### src/rtl/acc_shift_pkg.sv
package acc_shift_pkg;
  typedef enum logic [1:0] {
    SH_PASS  = 2'd0,
    SH_LEFT  = 2'd1,
    SH_RIGHT = 2'd2,
    SH_RSV   = 2'd3
  } sh_op_e;

  typedef struct packed {
    logic ext;
    logic ovf;
    logic lim;
  } sh_flags_t;
endpackage

### src/rtl/asl_unit.sv
module asl_unit #(
  parameter int W     = 40,
  parameter int MAXSH = 8,
  parameter int AW    = 4
) (
  input  logic [W-1:0]  v,
  input  logic [AW-1:0] k,
  output logic [W-1:0]  res,
  output logic          lost
);
  localparam int XW = W + MAXSH;

  function automatic logic [XW-1:0] widen(input logic [W-1:0] x);
    return {{MAXSH{x[W-1]}}, x};
  endfunction

  logic [XW-1:0] wide;

  always_comb begin
    wide = widen(v) << k;
    res  = wide[W-1:0];
    lost = (wide[XW-1:W-1] != {(MAXSH+1){v[W-1]}});
  end
endmodule

### src/rtl/asr_unit.sv
module asr_unit #(
  parameter int W  = 40,
  parameter int AW = 4
) (
  input  logic [W-1:0]  v,
  input  logic [AW-1:0] k,
  output logic [W-1:0]  res
);
  always_comb res = W'($signed(v) >>> k);
endmodule

### src/rtl/clamp_unit.sv
module clamp_unit #(
  parameter int W    = 40,
  parameter int WORD = 32
) (
  input  logic [W-1:0] res,
  input  logic         lost,
  input  logic         src_neg,
  input  logic         en,
  output logic [W-1:0] out,
  output logic         clamped,
  output logic         ext
);
  localparam int HW = W - WORD + 1;
  localparam logic [W-1:0] MAX_POS = {{HW{1'b0}}, {(WORD-1){1'b1}}};
  localparam logic [W-1:0] MIN_NEG = {{HW{1'b1}}, {(WORD-1){1'b0}}};

  function automatic logic guard_busy(input logic [W-1:0] x);
    return x[W-1:WORD-1] != {HW{x[W-1]}};
  endfunction

  always_comb begin
    clamped = en && (lost || guard_busy(res));
    out     = clamped ? (src_neg ? MIN_NEG : MAX_POS) : res;
    ext     = guard_busy(out);
  end
endmodule

### src/rtl/acc_shift_sat.sv
module acc_shift_sat
  import acc_shift_pkg::*;
#(
  parameter int W     = 40,
  parameter int GUARD = 8,
  parameter int MAXSH = 8
) (
  input  logic         clk,
  input  logic         rst_n,
  input  logic         in_valid,
  input  logic [39:0]  in_value,
  input  logic [1:0]   op,
  input  logic [3:0]   amount,
  input  logic         sat_en,
  input  logic         flag_clr,
  output logic [39:0]  out_value,
  output logic         out_ext,
  output logic         out_ovf,
  output logic         out_lim
);
  localparam int WORD = W - GUARD;
  localparam int AW   = $clog2(MAXSH + 1);

  logic [AW-1:0] k_eff;
  logic [W-1:0]  l_res, r_res, c_res, next_val;
  logic          ev_left, ev_right, ev_lost, ev_clamp, c_ext;
  sh_op_e        op_e;
  sh_flags_t     fl_q;

  always_comb begin
    op_e  = sh_op_e'(op);
    k_eff = (amount > AW'(MAXSH)) ? AW'(MAXSH) : amount;
    ev_left  = in_valid && (op_e == SH_LEFT)  && (k_eff != '0);
    ev_right = in_valid && (op_e == SH_RIGHT) && (k_eff != '0);
  end

  asl_unit #(.W(W), .MAXSH(MAXSH), .AW(AW)) u_asl (
    .v(in_value), .k(k_eff), .res(l_res), .lost(ev_lost)
  );

  asr_unit #(.W(W), .AW(AW)) u_asr (
    .v(in_value), .k(k_eff), .res(r_res)
  );

  logic c_hit;
  clamp_unit #(.W(W), .WORD(WORD)) u_clamp (
    .res(l_res), .lost(ev_lost), .src_neg(in_value[W-1]), .en(sat_en),
    .out(c_res), .clamped(c_hit), .ext(c_ext)
  );

  always_comb begin
    ev_clamp = ev_left && c_hit;
    if (ev_left)       next_val = c_res;
    else if (ev_right) next_val = r_res;
    else               next_val = in_value;
  end

  always_ff @(posedge clk) begin
    if (!rst_n) begin
      out_value <= '0;
      fl_q      <= '0;
    end else begin
      if (in_valid) out_value <= next_val;
      if (ev_left) begin
        fl_q.ext <= c_ext;
        fl_q.ovf <= ev_lost;
      end
      fl_q.lim <= (fl_q.lim && !flag_clr) || ev_clamp;
    end
  end

  assign out_ext = fl_q.ext;
  assign out_ovf = fl_q.ovf;
  assign out_lim = fl_q.lim;
endmodule

### config.mk
export PLATFORM = sky130hd
export DESIGN_NAME = acc_shift_sat
export DESIGN_NICKNAME = d
export VERILOG_FILES = /design/src/rtl/acc_shift_pkg.sv /design/src/rtl/asl_unit.sv /design/src/rtl/asr_unit.sv /design/src/rtl/clamp_unit.sv /design/src/rtl/acc_shift_sat.sv
export SDC_FILE = /design/constraint.sdc
export NUM_CORES = 1
export LEC_CHECK = 0
export CORE_ASPECT_RATIO = 0.5
export CORE_MARGIN = 5
export CORE_UTILIZATION = 50
export DETAILED_ROUTE_END_ITERATION = 6
export PLACE_DENSITY_LB_ADDON = 0.25
export SKIP_LAST_GASP = 1
export SYNTH_ARGS = -nofsm -noshare
export SYNTH_HDL_FRONTEND = slang
export SYNTH_SLANG_ARGS = --single-unit
### constraint.sdc
create_clock -name clk -period 6.4 [get_ports clk]
set_clock_uncertainty 0.15 [all_clocks]
set_input_delay 1.92 -clock clk [delete_from_list [all_inputs] [get_ports clk]]
set_output_delay 1.92 -clock clk [all_outputs]
set_load 0.01 [all_outputs]
Word-level counts from Yosys, hierarchy flattened

Cells that the tools add are included.

Shift operators: 2
Equal/unequal tests: 5
Mux-type cells: 5
Reduce and logical (&&, ||, !) cells: 11
Magnitude comparators: 1

Operators with widths:

| cell               | number |
|---|---|
| $mux 40            | 4 |
| $shl 48x4->48      | 1 |
| $sshr 40x4->40     | 1 |
| $ne 8x8->1         | 2 |
| $ne 9x9->1         | 1 |
| $logic_and 1x1->1  | 7 |
| $gt 4x4->1 const B | 1 |
| $mux 4             | 1 |
| $reduce_bool 4->1  | 1 |
| $eq 2x1->1 const B | 1 |
| $eq 2x2->1 const B | 1 |
| $logic_or 1x1->1   | 2 |
| $logic_not 1->1    | 1 |

Word-level logic and storage cells: 28
Input port bits: 51
Output and inout port bits: 43
Flip-flop bits (word level): 43

Longest topological paths before layout

Gate-level depths: netlist of run 1.

Word-level depth: 8
Depth in mapped cells: 14

By module

Synthesis of run 1 repeated with hierarchy kept, for this count alone.

Cell total of the unflattened synthesis: 974
Area total of the unflattened synthesis: 7380.8 um2

Modules (own cells, without submodules):

| module        | seq. area each (um2) | instances | cells an instance | area each (um2) |
|---|---|---|---|---|
| acc_shift_sat | 860.8                | 1         | 418               | 2780.2 |
| asl_unit      | 0.0                  | 1         | 275               | 2142.1 |
| asr_unit      | 0.0                  | 1         | 215               | 1909.3 |
| clamp_unit    | 0.0                  | 1         | 66                | 549.3 |

Worst setup path before layout of run 1

No wires, ideal clock.

Path type: input -> register
Start: input port amount[0]
End: register out_value[13]
Stages on the path: 11
Data arrival time: 4255 ps
Buffers on the path: 3
Path slack: 1847 ps
Required time: 6103 ps
Cells stage by stage: buf_6 > buf_6 > mux4_2 > nand2_1 > o2111ai_1 > or4_4 > nor4_4 > o211ai_2 > a31oi_4 > buf_2 > a221oi_1

Longest elaborated chain between the ends: 8
Elaborated cells between the ends (all ways): 14
Classes of those cells: order compare (1); eq/ne (2); shift (2); mux (4); reduce/logical (5)

Ends and longest elaborated chain:

| item                                            | RTL line                         | RTL |
|---|---|---|
| start: declaration                              | acc_shift_sat.sv:13              | `input logic [3:0] amount,` |
| $gt 4x4->1                                      | acc_shift_sat.sv:32              | `k_eff = (amount > AW'(MAXSH)) ? AW'(MAXSH) : amount;` |
| $mux 4 *                                        | acc_shift_sat.sv:32              |  |
| $shl 48x4->48                                   | asl_unit.sv:20                   | `wide = widen(v) << k;` |
| $ne 9x9->1 / $ne 8x8->1 (equally long branches) | asl_unit.sv:22, clamp_unit.sv:18 |  |
| $logic_or 1x1->1                                | clamp_unit.sv:22                 | `clamped = en && (lost \|\| guard_busy(res));` |
| $logic_and 1x1->1                               | clamp_unit.sv:22                 |  |
| $mux 40                                         | clamp_unit.sv:23                 | `out = clamped ? (src_neg ? MIN_NEG : MAX_POS) : res;` |
| $mux 40 *                                       | acc_shift_sat.sv:53              | `if (ev_left) next_val = c_res;` |
| end signal: assignment                          | acc_shift_sat.sv:63              | `if (in_valid) out_value <= next_val;` |
| end: declaration                                | acc_shift_sat.sv:16              | `output logic [39:0] out_value,` |

Mark *: on every way between the ends. The rest lies on a longest branch, timed or not.
A chain may end at the register's enable or synchronous reset.

Final worst setup path of run 1

Start: input port amount[1]
End: register out_value[30]

The elaborated chain is that of the path after synthesis.

==> results of run 1 <==
[worst max-delay path by stage]
stage / slack, ns / to / start
2_1_floorplan: 1.85 / out_value[13] / amount[0]
3_3_place_gp: 0.63 / out_value[8] / amount[1]
3_5_place_dp: 0.55 / out_value[30] / amount[1]
4_1_cts: 0.87 / out_value[30] / amount[1]
5_1_grt: 0.65 / out_value[13] / amount[1]
6_report: 0.78 / out_value[30] / amount[1]
[kinds of logic after synthesis]
logic type             Yosys count  share of synthesized area
XOR/XNOR                         1                    0.00136
buffers and inverters          108                     0.0773
multiplexers                   173                      0.339
AND/OR/NAND/NOR                180                      0.148
AO/OA/AOI/OAI                  269                      0.302
flip-flops                      43                      0.133
[stage by stage]
step / instance area, sq um / worst slack (ns) / std cells
after detailed placement: 7330 / 0.547 / 961
after CTS: 7500 / 0.868 / 969
after floorplan: 6460 / 1.85 / 774
final: 7500 / 0.780 / 969
after global routing: 7500 / 0.646 / 969
after global placement: 7330 / 0.626 / 961
[final cells by class]
class | instances | area (sq um) | share of cell area
timing repair buffer | 114 | 1090 | 0.145
tap | 170 | 213 | 0.0284
clock inverter | 2 | 35.0 | 0.00467
multi-input combinational | 623 | 5120 | 0.683
sequential | 43 | 861 | 0.115
clock buffer | 6 | 139 | 0.0185
inverter | 11 | 41.3 | 0.00550
[worst max-delay path, delay by kind of cell]
family,cells,cell delay [ns]
buffers and inverters,3,1.39
AOI/OAI and AO/OA,4,0.97
and+or+nand+nor,4,1.36
[Yosys cell counts, drive strengths merged, types with 4 or more instances]
library cell | n | area [sq um]
nand2 | 53 | 199
nor2b | 8 | 50.1
dfxtp | 43 | 861
a21oi | 43 | 215
nor2 | 34 | 128
o211ai | 28 | 215
a22oi | 4 | 30.0
a21boi | 9 | 67.6
or3 | 7 | 43.8
and2 | 5 | 31.3
nand3 | 9 | 45.0
nor3 | 6 | 35.0
inv | 10 | 37.5
nand2b | 27 | 169
a211oi | 10 | 75.1
clkbuf | 46 | 173
nor3b | 9 | 72.6
o21a | 4 | 30.0
nand4 | 6 | 37.5
mux2i | 107 | 1070
o221ai | 30 | 325
mux2 | 33 | 375
o211a | 4 | 40.0
a31oi | 5 | 46.3
mux4 | 33 | 743
buf | 51 | 285
a221oi | 28 | 295
o21ai | 81 | 409
[power groups by stage]
| stage | registers [uW] | clock network (uW) | logic, uW |
|---|---|---|---|
| 3_3_place_gp | 307 | 0 | 505 |
| 4_1_cts | 301 | 314 | 512 |
| 3_5_place_dp | 307 | 0 | 509 |
| 2_1_floorplan | 315 | 0 | 328 |
| 5_1_grt | 304 | 323 | 558 |
| 6_report | 302 | 310 | 522 |
[flip-flops by register name, summed over array words and instances (netlist names)]
signal     cells
out_ext        1
out_lim        1
out_value     40
out_ovf        1
[metal layers]
metal	track usage	wire, um
met3	0.0682	2270
met5	0	0
met2	0.436	10100
met1	0.422	10300
met4	0.0691	554
==> reports/results.txt, run 1 <==
Crit path DAT - 5.65 ns
Final Total Pwr - 1130 uW
Post-Syn Instances - 774
Congestion Overflow GR - 0
Vias per cell - 7.12
Crit start category - input port
Slew Viols, Final - 0
Async SR Flop Fraction - 0
Initial antenna violation count - 0
Req. time, crit path - 6.43 ns
Initial Util - 0.510
First-pass GRT wire length - 37.0 mm
Top_reg_cell synth - dfxtp_1
Clock Tree Root - clkbuf_16
HP Class - register to register
CP max stage delay - 0.67 ns
Most common cell on crit path - buf_4
Share of layout cells above drive strength 1 - 0.166
Nets - 849
Total Wirelength - 23.2 mm
CP endpoint kind - register
Worst r2r dst - out_value[31]
Share of total power in combinational logic - 0.461
CTS Hold Bufs - 0
Commonest non-fill, non-tap cell in the layout - mux2i_1
Actual slew at the worst max-slew pin - 1.25 ns
Seq pwr share - 0.266
Worst vdd ir - 113 uV
Final HPWL DP - 16.0 mm
Status - complete, no violations
Clock latency on the worst-skew pair - 0.29 ns
Drt drc - 0
CTS tree - done
P per Cell Area - 151 nW/um^2
Syn avg cell area - 8.35 sq um
Row cnt - 29
Hold Path End - out_lim
Crit Path Category - input port to register
Area growth syn-to-layout - 16.1%
Die area - 15400 sq um
Switch share - 0.367
Synth Register Bits - 43
Commonest cells after routing, fill and taps aside - 107 x mux2i_1, 90 x clkdlybuf4s50_1, 75 x o21ai_0
Pint - 717 uW
Final count of negative-setup-slack endpoints - 0
IO buf count - 93
H-tree Lvls - 2
Fin util - 0.592
Sum Neg Setup Slack - 0 ns
Tcrit/Tclk final - 0.878
DRT iter0 DRCs - 872
Post-synthesis sequential area ratio - 0.133
Synth unique cells - 70
# clock sinks - 43
Postcts setup bufs - 0
Crit Path Max Fanout - 28
Routed wire length per instance - 24.0 um
Routability cong. - 0.945
Hold Slack - 0.328 ns
Core ar. - 12700 sq um
Routed via count - 6896
CTS resizes - 0
Worst hold path depth - 2
Largest net degree at the start of global routing - 70
Syn. warnings - 0
Die X - 171 um
Ant. Diodes - 0
Slowest stage cell, crit path - clkdlybuf4s50_1
CP Cell Sequence - clkdlybuf4s50_1, buf_4, nor3_2, o211ai_1, and4_1, or4_4, nor4_4, o211a_1, buf_4, o21ai_0, a221oi_1
Slew margin rel. - 0.165
Clk slew on worst S/H paths - 0.06 ns
Crit path time final - 5.62 ns
Final hold vios - 0
Post-Syn Area - 6460 sq um
Layout filler cell count - 1147
FF-to-FF Start - out_value[31]
RSZ-0062 raised after global routing - false
EDFF count, synth - 0
Die Ht - 90.4 um
Post-route ant nets - 0
Drt first pass iters - 5
Max Freq - 178 MHz
Max Cap Viol - 0
Vias in the first global route - 6627
Total GRT Usage - 0.291
Io pins - 94
Cell depth of the worst flop-to-flop path - 3
Clock Power Share - 0.273
CTS max path bufs - 2
FF-to-FF setup slack - 5.29 ns
Synth Net Count - 825
Num CTS Buffers - 5
Hold Crit Start - out_lim
Psw - 416 uW
Pleak - 0.00274 uW
(Power assumes the default switching activity.)
==> inputs of run 2 (changes only) <==
Settings changed: PLACE_DENSITY set to 0.74, PLACE_DENSITY_LB_ADDON 0.25 to not set.
==> reports/results.txt, run 2 (synthesized netlist as in run 1, its figures left out) <==
Inst Count DP - 961
Fin util - 0.594
Actual slew at the worst max-slew pin - 0.816 ns
FF-to-FF Start - out_value[31]
Max Cap Viol - 0
Failing checks - DRC
Final hold vios - 0
Core ar. - 12700 sq um
Die X - 171 um
Slew margin rel. - 0.456
Crit path time final - 5.39 ns
Io pins - 94
Status - finished with violations
Nets - 849
H-tree Lvls - 2
Commonest cells after routing, fill and taps aside - 107 x mux2i_1, 90 x clkdlybuf4s50_1, 75 x o21ai_0
Clk slew on worst S/H paths - 0.07 ns
Vias in the first global route - 6428
Congestion Overflow GR - 0
Total GRT Usage - 0.291
Post-route ant nets - 0
Area growth syn-to-layout - 16.4%
Die Ht - 90.4 um
Final HPWL DP - 16.2 mm
CTS Hold Bufs - 0
DRT iter0 DRCs - 877
First-pass GRT wire length - 36.8 mm
Tcrit/Tclk final - 0.842
Final count of negative-setup-slack endpoints - 0
Largest reg by FF count - out_value
FF-to-FF setup slack - 5.20 ns
Req. time, crit path - 6.45 ns
Drt drc - 4
Largest net degree at the start of global routing - 72
Pint - 746 uW
Finished Layout Cells - 969
Die area - 15400 sq um
Crit start category - input port
Crit Path Max Fanout - 29
Clock latency on the worst-skew pair - 0.29 ns
Layout filler cell count - 1122
Max Freq - 186 MHz
P per Cell Area - 155 nW/um^2
Row cnt - 29
Psw - 420 uW
Hold Crit Start - out_value[2]
Routed wire length per instance - 23.7 um
Num CTS Buffers - 5
Seq pwr share - 0.258
Clock Tree Root - clkbuf_16
HP Class - register to register
Commonest non-fill, non-tap cell in the layout - mux2i_1
Share of total power in combinational logic - 0.447
Drt first pass iters - 7
Initial antenna violation count - 0
Ant. Diodes - 0
Hold Path End - out_value[2]
CP endpoint kind - register
Routed via count - 6753
CTS resizes - 0
Max reg flops - 40
Slew Viols, Final - 0
Switch share - 0.360
Clock Power Share - 0.295
IO buf count - 93
Worst r2r dst - out_value[31]
Initial Util - 0.510
CTS tree - done
# clock sinks - 43
Crit path DAT - 5.44 ns
Share of layout cells above drive strength 1 - 0.166
Routability cong. - 0.949
Vias per cell - 6.97
Worst hold path depth - 2
Pleak - 0.00274 uW
Worst vdd ir - 110 uV
Crit Path Category - input port to register
Cell depth of the worst flop-to-flop path - 3
RSZ-0062 raised after global routing - false
Sum Neg Setup Slack - 0 ns
CTS max path bufs - 2
Postcts setup bufs - 0
Total Wirelength - 22.9 mm
## run 2: cell count changes in the layout (fill, tap and decap cells not counted)
cell / change
bufinv_16: +1
clkinv_2: -1
clkinvlp_4: +1
clkbuf_8: -1
## run 2: final cells by class
class | count | area [sq um] | area share
Clock buffer | 5 | 125 | 0.0166
Inverter | 11 | 41.3 | 0.00549
Timing Repair Buffer | 114 | 1090 | 0.145
Multi-Input combinational cell | 623 | 5120 | 0.681
Tap cell | 170 | 213 | 0.0283
Clock inverter | 3 | 67.6 | 0.00898
Sequential cell | 43 | 861 | 0.114
## run 2: worst max-delay path by stage
stage / start / slack [ns] / to / depth (start not counted)
floorplan: amount[0] / 1.85 / out_value[13] / 11
global placement: amount[1] / 0.80 / out_value[36] / 10
detailed placement: amount[1] / 0.78 / out_value[35] / 11
CTS: amount[1] / 1.06 / out_value[35] / 11
global route: amount[1] / 0.72 / out_value[31] / 11
finish: amount[1] / 1.01 / out_value[32] / 11
## run 2: through the flow
stage	hold WS, ns	setup WS (ns)	cell area (sq um)	total power, uW
4_1_cts	0.328	1.06	7520	1160
2_1_floorplan	0.343	1.85	6460	643
5_1_grt	0.341	0.721	7520	1220
6_report	0.325	1.01	7520	1170
3_3_place_gp	0.304	0.803	7330	810
3_5_place_dp	0.309	0.777	7330	815
## run 2: power groups by stage
stage	combinational, uW	clock (uW)	sequential (uW)
after floorplan	328	0	315
after global placement	504	0	306
after detailed placement	508	0	306
after CTS	511	348	300
after global routing	559	359	303
final	522	343	301
## run 2: per-layer routing
layer / GRT usage / wire [um]
met4: 0.0631 / 442
met3: 0.0665 / 2410
met2: 0.439 / 10000
met1: 0.423 / 10100
met5: 0 / 0
## run 2: critical path, cell delays in order
cell             delay, ns
clkdlybuf4s50_1       0.64
buf_4                 0.33
nor3_2                0.23
o211ai_1              0.15
and4_1                0.25
or4_4                 0.57
nor4_4                0.26
o211a_1               0.21
buf_4                 0.36
o21ai_2               0.19
a221oi_1              0.30
